===== config.mk =====
export PLATFORM = sky130hd
export DESIGN_NAME = edh_flag_scanner
export DESIGN_NICKNAME = d
export VERILOG_FILES = /design/src/rtl/edh_scan_pkg.sv /design/src/rtl/scan_seq.sv /design/src/rtl/flag_bank.sv /design/src/rtl/btn_debounce.sv /design/src/rtl/mode_ctrl.sv /design/src/rtl/edh_flag_scanner.sv
export SDC_FILE = /design/constraint.sdc
export NUM_CORES = 1
export LEC_CHECK = 0
export BUFFER_PORTS_ARGS = -buffer_cell sky130_fd_sc_hd__buf_2
export CORE_MARGIN = 4
export CORE_UTILIZATION = 45
export DETAILED_ROUTE_END_ITERATION = 8
export PLACE_DENSITY = 0.73
export SETUP_SLACK_MARGIN = 0.2
export SLEW_MARGIN = 5
export SYNTH_ARGS = -nofsm -noshare
export SYNTH_HDL_FRONTEND = slang
export SYNTH_SLANG_ARGS = --single-unit
export TNS_END_PERCENT = 100

===== constraint.sdc =====
create_clock -name clk -period 1.16 [get_ports clk]
set_input_delay 0 -clock clk [delete_from_list [all_inputs] [get_ports clk]]
set_output_delay 0 -clock clk [all_outputs]
set_load 0.005 [all_outputs]

===== src/rtl/edh_scan_pkg.sv =====
package edh_scan_pkg;
  typedef enum logic [1:0] {
    POS_ANC = 2'd0,
    POS_FF  = 2'd1,
    POS_AP  = 2'd2,
    POS_RSV = 2'd3
  } scan_pos_e;

  localparam int NUM_GROUPS = 3;
  localparam int SEL_W      = 2;
endpackage


===== src/rtl/scan_seq.sv =====
module scan_seq
  import edh_scan_pkg::*;
#(
  parameter int DWELL_LG = 3
) (
  input  logic             clk,
  input  logic             rst,
  output logic [SEL_W-1:0] sel,
  output logic             stb
);
  localparam logic [DWELL_LG-1:0] DWELL_MAX = {DWELL_LG{1'b1}};

  logic [DWELL_LG-1:0] dwell_q;
  logic [SEL_W-1:0]    sel_q;

  always_ff @(posedge clk) begin
    if (rst) begin
      dwell_q <= '0;
      sel_q   <= '0;
    end else begin
      dwell_q <= dwell_q + 1'b1;
      if (dwell_q == DWELL_MAX) sel_q <= sel_q + 1'b1;
    end
  end

  assign sel = sel_q;
  assign stb = (dwell_q == DWELL_MAX);


  sel_hold_chk: assert property (@(posedge clk) disable iff (rst)
    ($past(!rst) && !$past(stb)) |-> $stable(sel_q));

  sel_step_chk: assert property (@(posedge clk) disable iff (rst)
    ($past(!rst) && $past(stb)) |-> (sel_q == SEL_W'($past(sel_q) + 1'b1)));
endmodule


===== src/rtl/flag_bank.sv =====
module flag_bank
  import edh_scan_pkg::*;
#(
  parameter int FLAG_W = 4
) (
  input  logic                             clk,
  input  logic                             rst,
  input  logic                             stb,
  input  logic [SEL_W-1:0]                 pos,
  input  logic [FLAG_W-1:0]                flag,
  output logic [NUM_GROUPS-1:0][FLAG_W-1:0] led
);
  genvar g;
  generate
    for (g = 0; g < NUM_GROUPS; g++) begin : g_grp
      always_ff @(posedge clk) begin
        if (rst) led[g] <= '0;
        else if (stb && (pos == SEL_W'(g))) led[g] <= flag;
      end


      grp_hold_chk: assert property (@(posedge clk) disable iff (rst)
        ($past(!rst) && !($past(stb) && ($past(pos) == SEL_W'(g))))
          |-> $stable(led[g]));

      grp_load_chk: assert property (@(posedge clk) disable iff (rst)
        ($past(!rst) && $past(stb) && ($past(pos) == SEL_W'(g)))
          |-> (led[g] == $past(flag)));
    end
  endgenerate


  rsv_ignore_chk: assert property (@(posedge clk) disable iff (rst)
    ($past(!rst) && $past(pos) == POS_RSV) |-> $stable(led));
endmodule


===== src/rtl/btn_debounce.sv =====
module btn_debounce #(
  parameter int DEB_LG = 4
) (
  input  logic clk,
  input  logic rst,
  input  logic btn_async,
  output logic rise
);
  localparam logic [DEB_LG-1:0] DEB_MAX = {DEB_LG{1'b1}};

  logic          s1_q, s2_q, lvl_q, rise_q;
  logic [DEB_LG-1:0] cnt_q;

  always_ff @(posedge clk) begin
    if (rst) begin
      s1_q   <= 1'b0;
      s2_q   <= 1'b0;
      lvl_q  <= 1'b0;
      cnt_q  <= '0;
      rise_q <= 1'b0;
    end else begin
      s1_q   <= btn_async;
      s2_q   <= s1_q;
      rise_q <= 1'b0;
      if (s2_q == lvl_q) begin
        cnt_q <= '0;
      end else if (cnt_q == DEB_MAX) begin
        cnt_q  <= '0;
        lvl_q  <= s2_q;
        rise_q <= s2_q;
      end else begin
        cnt_q <= cnt_q + 1'b1;
      end
    end
  end

  assign rise = rise_q;


  lvl_change_chk: assert property (@(posedge clk) disable iff (rst)
    ($past(!rst) && (lvl_q != $past(lvl_q))) |-> ($past(cnt_q) == DEB_MAX));

  rise_width_chk: assert property (@(posedge clk) disable iff (rst)
    rise_q |=> !rise_q);
endmodule


===== src/rtl/mode_ctrl.sv =====
module mode_ctrl (
  input  logic clk,
  input  logic rst,
  input  logic press,
  output logic we,
  output logic dir
);
  logic dir_q, we_q;

  always_ff @(posedge clk) begin
    if (rst) begin
      dir_q <= 1'b0;
      we_q  <= 1'b0;
    end else begin
      we_q <= press && !dir_q;
      if (press) dir_q <= 1'b1;
    end
  end

  assign we  = we_q;
  assign dir = dir_q;


  dir_sticky_chk: assert property (@(posedge clk) disable iff (rst)
    $past(!rst) |-> !$fell(dir_q));

  we_once_chk: assert property (@(posedge clk) disable iff (rst)
    ($past(!rst) && we_q) |-> (dir_q && !$past(dir_q)));
endmodule


===== src/rtl/edh_flag_scanner.sv =====
module edh_flag_scanner
  import edh_scan_pkg::*;
#(
  parameter int DWELL_LG = 3,
  parameter int DEB_LG   = 4,
  parameter int FLAG_W   = 4
) (
  input  logic              clk,
  input  logic              rst,
  input  logic [FLAG_W-1:0] flag_in,
  input  logic              btn_in,
  input  logic              fld_in,
  input  logic              vblk_in,
  input  logic              hblk_in,
  output logic [1:0]        sel_out,
  output logic              cmd_we,
  output logic              cmd_dir,
  output logic [FLAG_W-1:0] led_anc,
  output logic [FLAG_W-1:0] led_ff,
  output logic [FLAG_W-1:0] led_ap,
  output logic              led_fld,
  output logic              led_vblk,
  output logic              led_hblk
);
  logic                              stb;
  logic [SEL_W-1:0]                  sel;
  logic                              press;
  logic [NUM_GROUPS-1:0][FLAG_W-1:0] leds;
  logic [2:0]                        tim_q;

  scan_seq #(.DWELL_LG(DWELL_LG)) u_seq (
    .clk(clk), .rst(rst), .sel(sel), .stb(stb)
  );

  flag_bank #(.FLAG_W(FLAG_W)) u_bank (
    .clk(clk), .rst(rst), .stb(stb), .pos(sel), .flag(flag_in), .led(leds)
  );

  btn_debounce #(.DEB_LG(DEB_LG)) u_deb (
    .clk(clk), .rst(rst), .btn_async(btn_in), .rise(press)
  );

  mode_ctrl u_mode (
    .clk(clk), .rst(rst), .press(press), .we(cmd_we), .dir(cmd_dir)
  );

  always_ff @(posedge clk) begin
    if (rst) tim_q <= '0;
    else     tim_q <= {hblk_in, vblk_in, fld_in};
  end

  assign sel_out  = sel;
  assign led_anc  = leds[POS_ANC];
  assign led_ff   = leds[POS_FF];
  assign led_ap   = leds[POS_AP];
  assign led_fld  = tim_q[0];
  assign led_vblk = tim_q[1];
  assign led_hblk = tim_q[2];


  tim_pass_chk: assert property (@(posedge clk) disable iff (rst)
    $past(!rst) |-> (led_vblk == $past(vblk_in)));
endmodule


# Word-level counts from Yosys, hierarchy flattened

Index checks and enable logic that the tools add are counted.
Widths: inputs -> output; s select.

Bits in registers: 30
Input bits: 10
Output and inout port bits: 19
Logic and storage cells: 32

Add/sub/neg operators: 3
Equality and inequality tests: 5
Bitwise operators: 2
Reductions and logical operators: 9

Operators with widths:

| kind                | number |
|---|---|
| $reduce_or 3->1     | 2 |
| $add 4x1->4 const B | 1 |
| $eq 4x4->1 const B  | 1 |
| $logic_and 1x1->1   | 4 |
| $add 3x1->3 const B | 1 |
| $eq 3x3->1 const B  | 1 |
| $add 2x1->2 const B | 1 |
| $eq 2x1->1 const B  | 1 |
| $eq 2x2->1 const B  | 1 |
| $logic_not 2->1     | 1 |
| $not 1->1           | 2 |
| $reduce_and 2->1    | 1 |
| $eq 1x1->1          | 1 |
| $logic_not 1->1     | 1 |

# Depth between registers and ports, before layout

Gate-level depths: netlist of the first run.

Depth in word-level cells: 3
Gate-level depth with buffers: 6
Mapped depth without buffers: 5

# By module

Synthesis of the first run repeated with hierarchy kept, for this count alone.

Cell total of the unflattened synthesis: 97
Area, all modules: 1113.6 um^2

By module, submodules not included:

| module           | times used | cells an instance | area an instance (um^2) |
|---|---|---|---|
| flag_bank        | 1          | 46                | 498.0 |
| btn_debounce     | 1          | 25                | 281.5 |
| scan_seq         | 1          | 16                | 192.7 |
| edh_flag_scanner | 1          | 6                 | 78.8 |
| mode_ctrl        | 1          | 4                 | 62.6 |

# Worst setup path before layout of the first run

OpenSTA, ideal clock, no wires.

Path kind: flip-flop to flip-flop
Start point: register u_seq.dwell_q[0]
End point: register u_bank.led[7] in the netlist's numbering
Setup time: 0.119 ns
Arrival time: 1.060 ns
Path slack: -0.020 ns
Cell stages (with the launch flop): 7
Path buffers: 2
Cell sequence: dfxtp_1 -> ha_1 -> ha_1 -> buf_4 -> buf_4 -> nand3_1 -> a21oi_1

Word-level cells in the longest chain between the ends: 2

Ends and longest elaborated chain:

| item                            | RTL line        | text |
|---|---|---|
| from (decl)                     | scan_seq.sv:13  | `logic [DWELL_LG-1:0] dwell_q;` |
| from (signal assigned)          | scan_seq.sv:21  | `dwell_q <= dwell_q + 1'b1;` |
| $eq 3x3->1                      | scan_seq.sv:27  | `assign stb = (dwell_q == DWELL_MAX);` |
| $logic_and 1x1->1               | flag_bank.sv:18 | `else if (stb && (pos == SEL_W'(g))) led[g] <= flag;` |
| to (signal, indexed assignment) | flag_bank.sv:18 |  |
| to (decl)                       | flag_bank.sv:11 | `output logic [NUM_GROUPS-1:0][FLAG_W-1:0] led` |

No other way between the ends.
A chain may end at the register's enable or synchronous reset.

# Worst setup path in the final report of the first run

Start point: register u_seq.dwell_q[0]
End point: register u_bank.led[11] in the netlist's numbering

Same word-level chain as after synthesis.

==> results of run 1 <==
-- cells by family after synthesis --
family / count (synthesis) / synth area share, %
DFF: 30 / 55.0
buffers and inverters: 8 / 4.92
and+or+nand+nor: 49 / 22.7
muxes: 2 / 1.83
xor gates and xnor gates: 4 / 3.21
AOI/OAI and AO/OA: 12 / 5.50
adders and majority gates: 6 / 6.87
-- synthesized netlist by cell type --
cell type	n	share of area [%]
dfxtp_1	30	55
xor2_1	3	2.4
nand3b_1	1	0.69
xnor2_1	1	0.80
nor4b_2	1	1.4
mux2i_1	2	1.8
buf_2	1	0.46
a21oi_1	12	5.5
nor2_1	9	3.1
inv_1	3	1.0
nand3_1	13	6.0
and3b_1	1	0.80
nand2_1	15	5.2
buf_4	2	1.4
ha_1	6	6.9
nor2b_1	7	4.0
buf_6	2	2.1
nor3b_1	1	0.69
nand3_2	1	0.92
-- metal layers --
metal  share of wire, %  up-vias  track usage, %
met5                  0        -               0
met4                2.0        0            8.28
met3                7.5        6            6.33
met2                 50       34            25.4
met1                 40      417            18.3
li1                   -      455               -
-- power by group --
group	total (W)	leakage, nW	switching, W	internal (W)
registers	0.00106	0.247	0.0000109	0.00105
logic	0.000101	0.358	0.0000443	0.0000563
clock network	0.000636	0.0353	0.000343	0.000293
total	0.00180	0.640	0.000398	0.00140
-- registers in the layout, indices dropped and copies added (netlist names) --
name           count
u_seq.sel          2
u_mode.we          1
u_bank.led        12
u_deb.s2_q         1
u_deb.s1_q         1
u_deb.rise         1
u_deb.lvl_q        1
u_seq.dwell_q      3
tim_q              3
u_deb.cnt_q        4
u_mode.dir         1
-- per-stage QoR --
stage	instance area, um^2	hold WS (ps)	total power [W]	instances
after global placement	1260	209	0.00115	163
after global routing	1520	138	0.00190	185
after detailed placement	1260	212	0.00116	163
after CTS	1480	105	0.00182	184
after floorplan	1130	128	0.00113	111
final	1520	130	0.00180	185
-- worst paths after layout --
kind,slack (ps),to,depth (start not counted)
hold / removal,130,tim_q[1],2
setup reg to reg,-30,u_bank.led[11],6
hold reg to reg,430,u_seq.dwell_q[0],1
setup / recovery,-30,u_bank.led[11],6
-- cell usage in the layout, fill, tap and decap left out, drive strengths merged --
cell / synthesis / layout
inv: 3 / 3
nand3b: 1 / 1
and3b: 1 / 1
xor2: 3 / 3
nand2: 15 / 15
mux2i: 2 / 2
xnor2: 1 / 1
nor4b: 1 / 1
nor2: 9 / 9
a21oi: 12 / 12
clkbuf: 0 / 7
nand3: 14 / 14
dlygate4sd3: 0 / 8
nor2b: 7 / 7
ha: 6 / 6
clkinv: 0 / 1
buf: 5 / 35
nor3b: 1 / 1
dfxtp: 30 / 30
-- layout make-up --
type	instances	share of cell area [%]
tap	28	2.30
inverter	3	0.740
sequential	30	40.1
clock inverter	1	0.329
timing repair buffer	43	18.7
multi-input combinational	73	34.2
clock buffer	7	3.62
-- repair_timing --
action,in CTS,in global routing
buffers inserted,5,1
endpoints found under the setup margin,20,22
pin swaps,0,3
hold endpoints to repair,16,0
hold buffers,8,0
cloned,0,0
gates resized for setup,10,13
==> metrics, run 1 <==
die height=57.3 um; clk buf depth=2; ANT nets after route=0; CP arrival=1450 ps; fmax=838 MHz; endpoints failing setup=1; total track usage=15.9%; Hold Fails Final Rpt=0; clk_skew=9.31 ps; Layout area overhead=39.3%; Final HPWL DP=1370 um; Synth Cell Area=0.00109 mm^2; initial antenna violation count=0; total gr overflow=0; Max H-tree Level=2; num rows=17; Routed WL=2370 um; endpoint class of the critical path=flop; fraction of layout cells with a size suffix above 1=41.4%; synthesized instance count=111; Avg Cell Area, Syn=9.84 um^2; CP Launch Type=flop; clk sinks=30; First-pass DRT Iterations=4; Place WS=35.7 ps; drc violations=0; largest net degree at the start of global routing=29; DIE WIDTH=57.3 um; Top Family by Delay on Critical Path=flip-flops; setup TNS=-33.5 ps; Worst-Margin Slew=509 ps; Mapped Nets=127; hold path start=rst; ANT cells=0; Starting Density=48.4%; Final Max Tran Viols=0; failing checks=negative setup slack; Core Region=0.00225 mm^2; reg2reg start=u_seq.dwell_q[0]; Data required, critical path=1410 ps; nets=172; worst skew pair latency=330 ps; Buf+Inv Stages, Crit Path=2; vias=912; slowest CP cell=dfxtp_2; Max-cap violations=0; synth unique cells=19; first-pass GRT wire length=4000 um; Max VDD drop=0.813 mV; Worst-path clk slew=90 ps; minimum clock period=1190 ps; worst setup margin=-33.5 ps; period utilization=103%; final cell utilization of the core=67.5%; cell chain of the critical path=ha_4, ha_4, buf_6, buf_6, nand3_2, a21oi_2; Setup crit start=u_seq.dwell_q[0]; critical path peak fanout=8; critical path class=reg2reg; placer congestion estimate=0.719; hold crit path type=in2reg; Die ar.=0.00328 mm^2; RSZ-0062 raised after global routing=true; Seq/Total Area, Yosys=55.0%; static leakage power=0.640 nW; Iteration-0 DRC Markers=18; Seq. cell area=611 um^2; pwr/cell area=1180 mW/mm^2; CTS tree=done; multi-input logic area=520 um^2; port bufs=28; Critical Path Max Stage Delay=360 ps; Synthesis Warnings=0; Avg WL per Cell=12.8 um; Vias/cell=4.93; vias in the first global route=919; synthesized flop and latch total=30; Num CTS Buffers=5; IO Count=29; Root Driver=clkbuf_4; slew margin rel.=66.1%; fill count=187; status=finished, violations left
Power figures use the tool's default switching activity.
==> run 2: changes to the inputs <==
Settings changed: PLACE_DENSITY 0.73 to 0.72, SYNTH_HIERARCHICAL set to 1.
==> run 2 against run 1 <==
The run still ends with negative setup slack left. Clock-buffer cell count did not move. Die area rose by 1.7%. Clock power fell by 3%. Worst setup slack got worse by 110 ps. Routed wire length fell by 8.0%. Register-to-register slack got worse by 110 ps. Hold slack got worse by 110 ps. Flip-flop and latch count did not move. Core utilization rose by 0.52 points. Via count fell by 12%. Clock skew fell by 3.0 ps.
==> metrics, run 2 <==
status=finished, violations left (unchanged); failing checks=negative setup slack (unchanged); port bufs=28 (unchanged); Worst R2R Setup Slack=-140 ps (was -30 ps); drc violations=0 (unchanged); nets=157 (was 172); post-synth top area share=53.9% (was 55.0%); Top cell by count, worst path=ha_4; die height=57.7 um (was 57.3 um); slew margin rel.=68.7% (was 66.1%); clk_skew=6.30 ps (was 9.31 ps); Seq/Total Area, Yosys=53.9% (was 55.0%); ANT cells=0 (unchanged); clk buf depth=2 (unchanged); met3 wire length=174 um (was 179 um); met2 wire len=1090 um (was 1190 um); cell chain of the critical path=ha_4, ha_4, or3b_4, mux2i_1 (was ha_4, ha_4, buf_6, buf_6, nand3_2, a21oi_2); Hold Fails Final Rpt=0 (unchanged); hold crit path type=in2reg (unchanged); largest registers=u_bank/led x12, u_deb/cnt_q x4 (was u_bank.led x12, u_deb.cnt_q x4); leading post-synthesis cells by cell area=dfxtp_1 (54%), mux2i_1 (12%), nand2b_1 (9.0%) (was dfxtp_1 (55%), ha_1 (6.9%), nand3_1 (6.0%)); vias in the first global route=823 (was 919); worst skew pair latency=320 ps (was 330 ps); CP Launch Type=flop (unchanged); Final HPWL DP=1330 um (was 1370 um); post-synthesis async set-or-reset flop share=0% (unchanged); Max H-tree Level=2 (unchanged); placer congestion estimate=0.693 (was 0.719); most numerous cell in the Yosys netlist=dfxtp_1 (unchanged); Worst-Margin Slew=469 ps (was 509 ps); Mapped Nets=111 (was 127); Worst-path clk slew=90 ps (about the same); Root Driver=clkbuf_4 (unchanged); Buf+Inv Stages, Crit Path=0 (was 2); first-pass GRT wire length=3540 um (was 4000 um); Die ar.=0.00333 mm^2 (was 0.00328 mm^2); Top Family by Delay on Critical Path=simple AND/OR/NAND/NOR gates (was flip-flops); final cell utilization of the core=68.0% (was 67.5%); total track usage=14.1% (was 15.9%); dominant synthesized flop cell=dfxtp_1 (unchanged); Synth Cell Area=0.00111 mm^2 (was 0.00109 mm^2); period utilization=112% (was 103%); critical path peak fanout=4 (was 8); fraction of layout cells with a size suffix above 1=41.7% (was 41.4%); Largest Register=u_bank/led (was u_bank.led); Avg Cell Area, Syn=11.5 um^2 (was 9.84 um^2); fmax=766 MHz (was 838 MHz); Starting Density=48.9% (was 48.4%); Data required, critical path=1360 ps (was 1410 ps); static leakage power=0.736 nW (was 0.640 nW); Num CTS Buffers=5 (unchanged); critical path class=reg2reg (unchanged); Avg WL per Cell=12.7 um (was 12.8 um); largest net degree at the start of global routing=33 (was 29); ANT nets after route=0 (unchanged); Place WS=-190 ps (was 35.7 ps); First-pass DRT Iterations=4 (unchanged); Top Layer Used=met4 (unchanged); Critical Path Max Stage Delay=420 ps (was 360 ps); DIE WIDTH=57.7 um (was 57.3 um); synth unique cells=22 (was 19); pwr/cell area=1160 mW/mm^2 (was 1180 mW/mm^2); top cell type by total area after synthesis=dfxtp_1 (unchanged); synthesized flop and latch total=30 (unchanged); endpoint class of the critical path=flop (unchanged); RSZ-0062 raised after global routing=true (unchanged); total power=0.00179 W (was 0.00180 W); synth cell count leaders=dfxtp_1 (30), nand2b_1 (16), mux2i_1 (13) (was dfxtp_1 (30), nand2_1 (15), nand3_1 (13)); fill count=167 (was 187); Core Region=0.00228 mm^2 (was 0.00225 mm^2); CP arrival=1510 ps (was 1450 ps); Seq. cell area=609 um^2 (was 611 um^2); total gr overflow=0 (unchanged); minimum clock period=1300 ps (was 1190 ps); max reg flops=12 (unchanged); commonest non-fill, non-tap cells in the layout=buf_2 (28), dfxtp_1 (23), nand2b_1 (16), mux2i_1 (13) (was buf_2 (28), dfxtp_1 (22), nand2_1 (12), nand3_1 (11), a21oi_1 (10)); slowest CP cell=or3b_4 (was dfxtp_2); commonest non-fill, non-tap cell in the layout=buf_2 (unchanged); synthesized instance count=97 (was 111); wl on met1=904 um (was 951 um); IO Count=29 (unchanged); num rows=17 (unchanged); Post-synth EDFFs=0 (unchanged); Synthesis Warnings=6 (was 0); worst setup margin=-145 ps (was -33.5 ps); clk sinks=30 (unchanged); setup TNS=-749 ps (was -33.5 ps); CTS tree=done (unchanged); Max VDD drop=0.838 mV (was 0.813 mV); multi-input logic area=566 um^2 (was 520 um^2); Layout area overhead=39.0% (was 39.3%); Final Max Tran Viols=0 (unchanged); endpoints failing setup=13 (was 1); Max-cap violations=0 (unchanged); vias=805 (was 912); Iteration-0 DRC Markers=4 (was 18); Vias/cell=4.68 (was 4.93); initial antenna violation count=0 (unchanged); Routed WL=2180 um (was 2370 um)
## run 2: changes by cell type after synthesis, sizes merged, moves of 3 or more
cell,change
a21oi,-11
buf,-4
mux2i,+11
nand2,-15
nand2b,+16
nand3,-12
nor2,-3
## run 2: final timing paths
path / depth (start not counted) / endpoint / start
worst max-delay path: 4 / u_bank/led[1] / u_seq/dwell_q[0]
worst min-delay path: 3 / u_bank/led[9] / flag_in[1]
worst max register to register: 4 / u_bank/led[1] / u_seq/dwell_q[0]
worst min register to register: 1 / u_seq/dwell_q[0] / u_seq/dwell_q[0]
## run 2: area by class of cell
cell class                      count  share of cell area, %
Sequential cell                    30                   39.4
Inverter                            1                  0.243
Tap cell                           28                   2.26
Multi-Input combinational cell     63                   36.5
Clock buffer                        7                   3.56
Timing Repair Buffer               42                   17.7
Clock inverter                      1                  0.323
## run 2: repair_timing
item	4_1_cts	5_1_grt
endpoints found under the setup margin	22	21
hold endpoints to repair	11	0
hold buffers	7	0
pin swaps	2	3
buffers inserted	2	2
resized for setup	9	6
## run 2: metal layers
| layer | track usage, % | up-vias |
|---|---|---|
| met5 | 0 | - |
| met4 | 5.96 | 0 |
| met3 | 7.13 | 2 |
| met2 | 23.4 | 27 |
| met1 | 15.0 | 361 |
| li1 | - | 415 |
## run 2: worst reg2reg max path, delay by kind of cell, from the launching register on
kind | cells | cell delay (ps)
multiplexers | 1 | 140
adder cells (fa/ha/maj) | 2 | 270
flip-flops | 1 | 350
AND/OR/NAND/NOR | 1 | 420
## run 2: per-stage QoR
step | cell area (um^2) | instances | hold slack [ps]
2_1_floorplan | 1160 | 97 | 59.3
3_3_place_gp | 1330 | 153 | 213
3_5_place_dp | 1330 | 153 | 212
4_1_cts | 1510 | 170 | 3.66
5_1_grt | 1550 | 172 | 9.66
6_report | 1550 | 172 | 18.8
## run 2: power by group
part           switching, W  internal, W  total (W)  leakage [nW]
Sequential        0.0000132      0.00105    0.00106         0.246
Clock              0.000327     0.000293   0.000620        0.0353
Combinational     0.0000422    0.0000677   0.000110         0.454
## run 2: logic make-up (layout without fill, tap and decap cells)
logic type,Yosys count,count (layout),share of synthesized area (%)
mux,13,13,11.7
flops,30,30,53.9
xor+xnor,4,4,3.15
fa+ha+maj,4,4,4.49
simple gates,39,39,22.7
compound gates,3,3,2.58
buf+inv,4,51,1.46
